<file path="config.mk">
export PLATFORM = sky130hd
export DESIGN_NAME = timer_host_regs
export DESIGN_NICKNAME = d
export VERILOG_FILES = /design/src/rtl/timer_host_pkg.sv /design/src/rtl/timer_ctl_decode.sv /design/src/rtl/timer_chan_regs.sv /design/src/rtl/timer_host_regs.sv
export SDC_FILE = /design/constraint.sdc
export NUM_CORES = 1
export LEC_CHECK = 0
export BUFFER_PORTS_ARGS = -buffer_cell sky130_fd_sc_hd__buf_2
export CAP_MARGIN = 40
export CORE_ASPECT_RATIO = 1.1
export CORE_MARGIN = 5
export CORE_UTILIZATION = 58
export CTS_CLUSTER_DIAMETER = 150
export CTS_CLUSTER_SIZE = 12
export DETAILED_ROUTE_END_ITERATION = 8
export HOLD_SLACK_MARGIN = 0.08
export PLACE_DENSITY = 0.87
export RECOVER_POWER = 25
export SKIP_LAST_GASP = 1
export SLEW_MARGIN = 10
export SYNTH_ARGS = -nofsm -noshare
export SYNTH_HDL_FRONTEND = slang
export SYNTH_SLANG_ARGS = --single-unit
</file>
<file path="constraint.sdc">
create_clock -name clk -period 4.05 [get_ports clk]
set_input_delay 0.405 -clock clk [delete_from_list [all_inputs] [get_ports clk]]
set_output_delay 0.405 -clock clk [all_outputs]
set_load 0.05 [all_outputs]
</file>
<file path="src/rtl/timer_host_pkg.sv">
package timer_host_pkg;
    localparam int unsigned BYTE_W   = 8;
    localparam int unsigned CNT_W    = 2 * BYTE_W;
    localparam int unsigned MODE_W   = 3;

    typedef enum logic [1:0] {
        ACC_LATCH = 2'b00,
        ACC_LO    = 2'b01,
        ACC_HI    = 2'b10,
        ACC_LOHI  = 2'b11
    } acc_e;

    typedef struct packed {
        logic [1:0]        sel;
        acc_e              acc;
        logic [MODE_W-1:0] mode;
        logic              bcd;
    } ctl_word_t;
endpackage

</file>
<file path="src/rtl/timer_ctl_decode.sv">
module timer_ctl_decode
    import timer_host_pkg::*;
#(
    parameter int unsigned NUM_CH = 3,
    parameter int unsigned ADDR_W = 2
) (
    input  logic               wr_en,
    input  logic               rd_en,
    input  logic [ADDR_W-1:0]  addr,
    input  logic [BYTE_W-1:0]  wdata,
    output logic [NUM_CH-1:0]  cfg_we,
    output logic [NUM_CH-1:0]  latch_cmd,
    output logic [NUM_CH-1:0]  data_we,
    output logic [NUM_CH-1:0]  data_re,
    output acc_e               cfg_acc,
    output logic [MODE_W-1:0]  cfg_mode,
    output logic               cfg_bcd
);
    localparam logic [ADDR_W-1:0] CTL_ADDR = ADDR_W'(NUM_CH);

    ctl_word_t cw;
    logic      ctl_wr;

    assign cw       = ctl_word_t'(wdata);
    assign ctl_wr   = wr_en && (addr == CTL_ADDR);
    assign cfg_acc  = cw.acc;
    assign cfg_mode = cw.mode;
    assign cfg_bcd  = cw.bcd;

    for (genvar g = 0; g < NUM_CH; g++) begin : g_dec
        logic hit;
        assign hit          = ctl_wr && (cw.sel == 2'(g));
        assign cfg_we[g]    = hit && (cw.acc != ACC_LATCH);
        assign latch_cmd[g] = hit && (cw.acc == ACC_LATCH);
        assign data_we[g]   = wr_en && (addr == ADDR_W'(g));
        assign data_re[g]   = rd_en && (addr == ADDR_W'(g));
    end
endmodule

</file>
<file path="src/rtl/timer_chan_regs.sv">
module timer_chan_regs
    import timer_host_pkg::*;
(
    input  logic               clk,
    input  logic               rst_n,
    input  logic               cfg_we,
    input  logic               latch_cmd,
    input  logic               data_we,
    input  logic               data_re,
    input  acc_e               cfg_acc,
    input  logic [MODE_W-1:0]  cfg_mode,
    input  logic               cfg_bcd,
    input  logic [BYTE_W-1:0]  wdata,
    input  logic [CNT_W-1:0]   live_cnt,
    output logic [MODE_W-1:0]  mode,
    output logic               bcd,
    output logic [CNT_W-1:0]   count,
    output logic               commit,
    output logic [BYTE_W-1:0]  rd_byte
);
    typedef struct packed {
        acc_e              acc;
        logic [MODE_W-1:0] mode;
        logic              bcd;
        logic              wr_hi;
        logic [BYTE_W-1:0] part;
        logic [CNT_W-1:0]  cnt;
        logic              commit;
        logic              rd_hi;
        logic              full;
        logic [CNT_W-1:0]  held;
    } chan_st_t;

    chan_st_t st_d, st_q;
    logic [CNT_W-1:0] src;

    // Read source and byte selection use the state before the edge
    always_comb begin
        src = st_q.full ? st_q.held : live_cnt;
        unique case (st_q.acc)
            ACC_HI:   rd_byte = src[CNT_W-1:BYTE_W];
            ACC_LOHI: rd_byte = st_q.rd_hi ? src[CNT_W-1:BYTE_W] : src[BYTE_W-1:0];
            default:  rd_byte = src[BYTE_W-1:0];
        endcase
    end

    always_comb begin
        st_d        = st_q;
        st_d.commit = 1'b0;

        if (data_re) begin
            if (st_q.acc == ACC_LOHI) begin
                st_d.rd_hi = ~st_q.rd_hi;
                if (st_q.rd_hi) st_d.full = 1'b0;
            end else begin
                st_d.full = 1'b0;
            end
        end

        if (data_we) begin
            unique case (st_q.acc)
                ACC_LO: begin
                    st_d.cnt    = {{BYTE_W{1'b0}}, wdata};
                    st_d.commit = 1'b1;
                end
                ACC_HI: begin
                    st_d.cnt    = {wdata, {BYTE_W{1'b0}}};
                    st_d.commit = 1'b1;
                end
                ACC_LOHI: begin
                    if (!st_q.wr_hi) begin
                        st_d.part  = wdata;
                        st_d.wr_hi = 1'b1;
                    end else begin
                        st_d.cnt    = {wdata, st_q.part};
                        st_d.wr_hi  = 1'b0;
                        st_d.commit = 1'b1;
                    end
                end
                default: ;
            endcase
            if (st_d.commit) st_d.full = 1'b0;
        end

        if (cfg_we) begin
            st_d.acc   = cfg_acc;
            st_d.mode  = cfg_mode;
            st_d.bcd   = cfg_bcd;
            st_d.wr_hi = 1'b0;
            st_d.part  = '0;
        end

        if (latch_cmd && !st_q.full) begin
            st_d.held  = live_cnt;
            st_d.full  = 1'b1;
            st_d.rd_hi = 1'b0;
        end
    end

    always_ff @(posedge clk or negedge rst_n) begin
        if (!rst_n) begin
            st_q.acc    <= ACC_LOHI;
            st_q.mode   <= MODE_W'(3);
            st_q.bcd    <= 1'b0;
            st_q.wr_hi  <= 1'b0;
            st_q.part   <= '0;
            st_q.cnt    <= '0;
            st_q.commit <= 1'b0;
            st_q.rd_hi  <= 1'b0;
            st_q.full   <= 1'b0;
            st_q.held   <= '0;
        end else begin
            st_q <= st_d;
        end
    end

    assign mode   = st_q.mode;
    assign bcd    = st_q.bcd;
    assign count  = st_q.cnt;
    assign commit = st_q.commit;
endmodule

</file>
<file path="src/rtl/timer_host_regs.sv">
module timer_host_regs
    import timer_host_pkg::*;
#(
    parameter int unsigned NUM_CH = 3,
    parameter int unsigned ADDR_W = 2
) (
    input  logic                     clk,
    input  logic                     rst_n,
    input  logic [ADDR_W-1:0]        addr,
    input  logic [BYTE_W-1:0]        wdata,
    input  logic                     wr_en,
    input  logic                     rd_en,
    output logic [BYTE_W-1:0]        rdata,
    input  logic [NUM_CH*CNT_W-1:0]  live_count,
    output logic [NUM_CH*MODE_W-1:0] ch_mode,
    output logic [NUM_CH-1:0]        ch_bcd,
    output logic [NUM_CH*CNT_W-1:0]  ch_count,
    output logic [NUM_CH-1:0]        count_commit
);
    logic [NUM_CH-1:0] cfg_we, latch_cmd, data_we, data_re;
    acc_e              cfg_acc;
    logic [MODE_W-1:0] cfg_mode;
    logic              cfg_bcd;
    logic [BYTE_W-1:0] rd_bytes [NUM_CH];

    timer_ctl_decode #(.NUM_CH(NUM_CH), .ADDR_W(ADDR_W)) dec_i (
        .wr_en     (wr_en),
        .rd_en     (rd_en),
        .addr      (addr),
        .wdata     (wdata),
        .cfg_we    (cfg_we),
        .latch_cmd (latch_cmd),
        .data_we   (data_we),
        .data_re   (data_re),
        .cfg_acc   (cfg_acc),
        .cfg_mode  (cfg_mode),
        .cfg_bcd   (cfg_bcd)
    );

    for (genvar g = 0; g < NUM_CH; g++) begin : g_ch
        timer_chan_regs chan_i (
            .clk       (clk),
            .rst_n     (rst_n),
            .cfg_we    (cfg_we[g]),
            .latch_cmd (latch_cmd[g]),
            .data_we   (data_we[g]),
            .data_re   (data_re[g]),
            .cfg_acc   (cfg_acc),
            .cfg_mode  (cfg_mode),
            .cfg_bcd   (cfg_bcd),
            .wdata     (wdata),
            .live_cnt  (live_count[g*CNT_W +: CNT_W]),
            .mode      (ch_mode[g*MODE_W +: MODE_W]),
            .bcd       (ch_bcd[g]),
            .count     (ch_count[g*CNT_W +: CNT_W]),
            .commit    (count_commit[g]),
            .rd_byte   (rd_bytes[g])
        );
    end

    always_comb begin
        rdata = '0;
        for (int i = 0; i < NUM_CH; i++) begin
            if (data_re[i]) rdata = rd_bytes[i];
        end
    end
endmodule

</file>
==> flow_summary.yaml <==
run_status:
  status: "complete, but fails checks"
  violations: "max-capacitance violations, max-slew violations"
sta:
  hold_slack_ps: 233
  fin_ws_ps: 1060
  fin_worst_skew_ps: 9.37
  fin_crit_ps: 2990
  fin_setup_tns_ps: 0
  setup_violations: 0
  slew_violations: 65
  fin_crit_sh: 0.739
  fmax_ghz: 0.334
  relSlewSlack: -0.00881
  worst_pin_slew_ps: 1510
  hold_viol: 0
  rsz0062_at_grt: "false"
synthesis:
  yosysTopAreaCell: "dfrtp_1"
  syn-cell-area_sq_um: 7700
  postSynth.topFlopCell: "dfrtp_1"
  syn_avg_cell_area_sq_um: 11.3
  synth-async-reset-ratio: 1.00
  synth_edf_count: 0
  syn-num-nets: 759
  ys_types: 48
  yosysTopAreaCellShare: 0.449
  ys_seq_elements: 150
  synth_most_common_cell: "dfrtp_1"
  synth.area.top_cells: "dfrtp_1 45%, mux2_2 10%, buf_4 6.4%"
  syn_inst: 684
  ys_top_cells_by_count: "138 x dfrtp_1, 69 x mux2_2, 66 x buf_4"
  seq_area_frac_synth: 0.490
  ys.warnings.count: 0
critical_path:
  crit_start: "g_ch[2].chan_i.st_q[48]$_DFFE_PN1P_"
  critPathCapture: "rdata[6]"
  worstReg2RegEnd: "g_ch[1].chan_i.count[9]$_DFFE_PN0P_"
  r2r_start: "g_ch[1].chan_i.st_q[48]$_DFFE_PN1P_"
  end_kind: "primary output"
  cp_max_fo: 8
  worstSetupPathType: "reg -> out"
  cp-start-kind: "flop"
  r2r_slack_ps: 1460
  r2r_cells: 6
  arrival_ps: 2590
  worstPathRequired_ps: 3640
power_and_ir_drop:
  ir_worst_vdd_v: 0.000299
  power_density_nw_per_um2: 679
  leakage_nw: 4.14
layout:
  syn2layout_area_growth_pct: 13.3
  nets: 817
  n_fill_cell: 946
  multi_input_area_sq_um: 3240
  utilization: 0.665
  drive_gt1_frac: 0.359
  regArea_sq_um: 3770
  diodes: 0
clocking:
  root_buffer: "clkbuf_16"
  cts_tree: "yes"
  post_cts_resized: 0
  clock_path_buffers: 2
  clk_latency_ps: 420
  cts_sinks: 150
  htree_levels: 4
  cts_made_buffers: 17
  cts.clk_slew.worst_paths_ps: 60
floorplanning:
  die-area_sq_um: 15700
  core-area_sq_um: 13100
  initial_core_util: 0.587
  chipWidth_um: 120
  io_pins: 133
  num_rows: 44
  die-height_um: 131
route:
  finalWirelength_mm: 17.7
  vias: 5483
  drtAntennaViolNets: 0
  top_layer: "met4"
  route.met2.wl_mm: 8.79
  wirelength_met1_mm: 7.44
  routedWlPerCell_um: 19.4
  drc: 0
  vias_per_cell: 5.99
  wl_met3_mm: 1.23
  firstDrtPassIters: 5
  drt_iter0_markers: 461
place:
  dp_hpwl_mm: 12.8
  place_congestion: 1.02
  place_ws_ps: 1550
  place.port_buffers: 132
job:
  drv_cap: 1
grt:
  antenna_found_initial: 0
  first_global_vias: 5622
  grtUsageTotal: 0.233
  grt_max_degree: 65
  grt_pass1_wl_mm: 28.8
  grt-ovfl-total: 0
worst_hold_path:
  hold_class: "in -> reg"
==> flip-flops by register name (all words and copies together), names as in the netlist <==
register	cells
g_ch.chan_i.mode	9
g_ch.chan_i.st_q	87
g_ch.chan_i.commit	3
g_ch.chan_i.count	48
g_ch.chan_i.bcd	3
==> through the flow <==
stage          area [sq um]  total power [mW]  cells
2_1_floorplan          7700              3.90    684
3_3_place_gp           7950              4.04    877
3_5_place_dp           8020              4.13    881
4_1_cts                8710              5.95    914
5_1_grt                8720              6.18    916
6_report               8720              5.92    916
==> where the power goes <==
group	total [mW]	switching (mW)	leakage (nW)	internal [mW]
combinational	1.94	1.34	1.85	0.601
sequential	2.17	0.248	1.96	1.92
clock	1.81	0.625	0.329	1.18
total	5.92	2.22	4.14	3.70
==> routing by layer <==
metal  GRT usage  vias to the layer above
met5           0                        -
met2       0.392                      234
met4      0.0748                        0
met1       0.303                     2721
met3      0.0538                       20
li1            -                     2508
==> cells by family after synthesis <==
| kind of cell | synth area share |
|---|---|
| buffers and inverters | 0.0901 |
| multiplexers | 0.166 |
| flip-flops | 0.490 |
| AND/OR/NAND/NOR | 0.0875 |
| AO/OA/AOI/OAI | 0.142 |
| XOR/XNOR | 0.00341 |
| adder cells (fa/ha/maj) | 0.0211 |
==> layout make-up <==
type                       count  area share
multi-input combinational    420       0.371
clock buffer                  18      0.0504
clock inverter                14      0.0283
tap                          161      0.0231
timing repair buffer         143      0.0904
sequential                   150       0.432
inverter                      10     0.00431
==> how the worst min path moves through the flow <==
stage,endpoint,slack (ps),cells after the start,start
after global routing,g_ch[2].chan_i.st_q[13]$_DFFE_PN0P_,220,2,live_count[45]
after global placement,g_ch[1].chan_i.count[4]$_DFFE_PN0P_,460,2,g_ch[1].chan_i.count[4]$_DFFE_PN0P_
after CTS,g_ch[2].chan_i.st_q[13]$_DFFE_PN0P_,210,2,live_count[45]
after floorplan,g_ch[0].chan_i.bcd$_DFFE_PN0P_,110,0,rst_n
after detailed placement,g_ch[2].chan_i.count[15]$_DFFE_PN0P_,410,1,rst_n
final,g_ch[0].chan_i.st_q[9]$_DFFE_PN0P_,230,2,live_count[9]
==> what timing repair did <==
item	in CTS	in global routing
buffers inserted	0	0
hold buffers	1	0
hold endpoints to repair	51	0
==> cell usage in the layout, fill, tap and decap left out, drive strengths merged, types with 5 or more instances in the layout <==
cell	count
buf	140
nor2	19
dfstp	12
o22ai	16
a22oi	24
nor3	5
o21ai	35
nand3b	5
bufinv	6
a21o	11
o31ai	16
mux2	78
inv	13
a221o	8
a21oi	16
and2	16
dfrtp	138
nand2	64
a22o	27
mux2i	37
ha	13
clkbuf	20
==> critical path, stage by stage (launching register included) <==
cell     delay (ps)
dfstp_2         550
inv_1            70
ha_1            240
a21oi_1         540
o22ai_1         220
a22oi_1         250
nand2_1          90
buf_2           210
(Power assumes the default switching activity.)
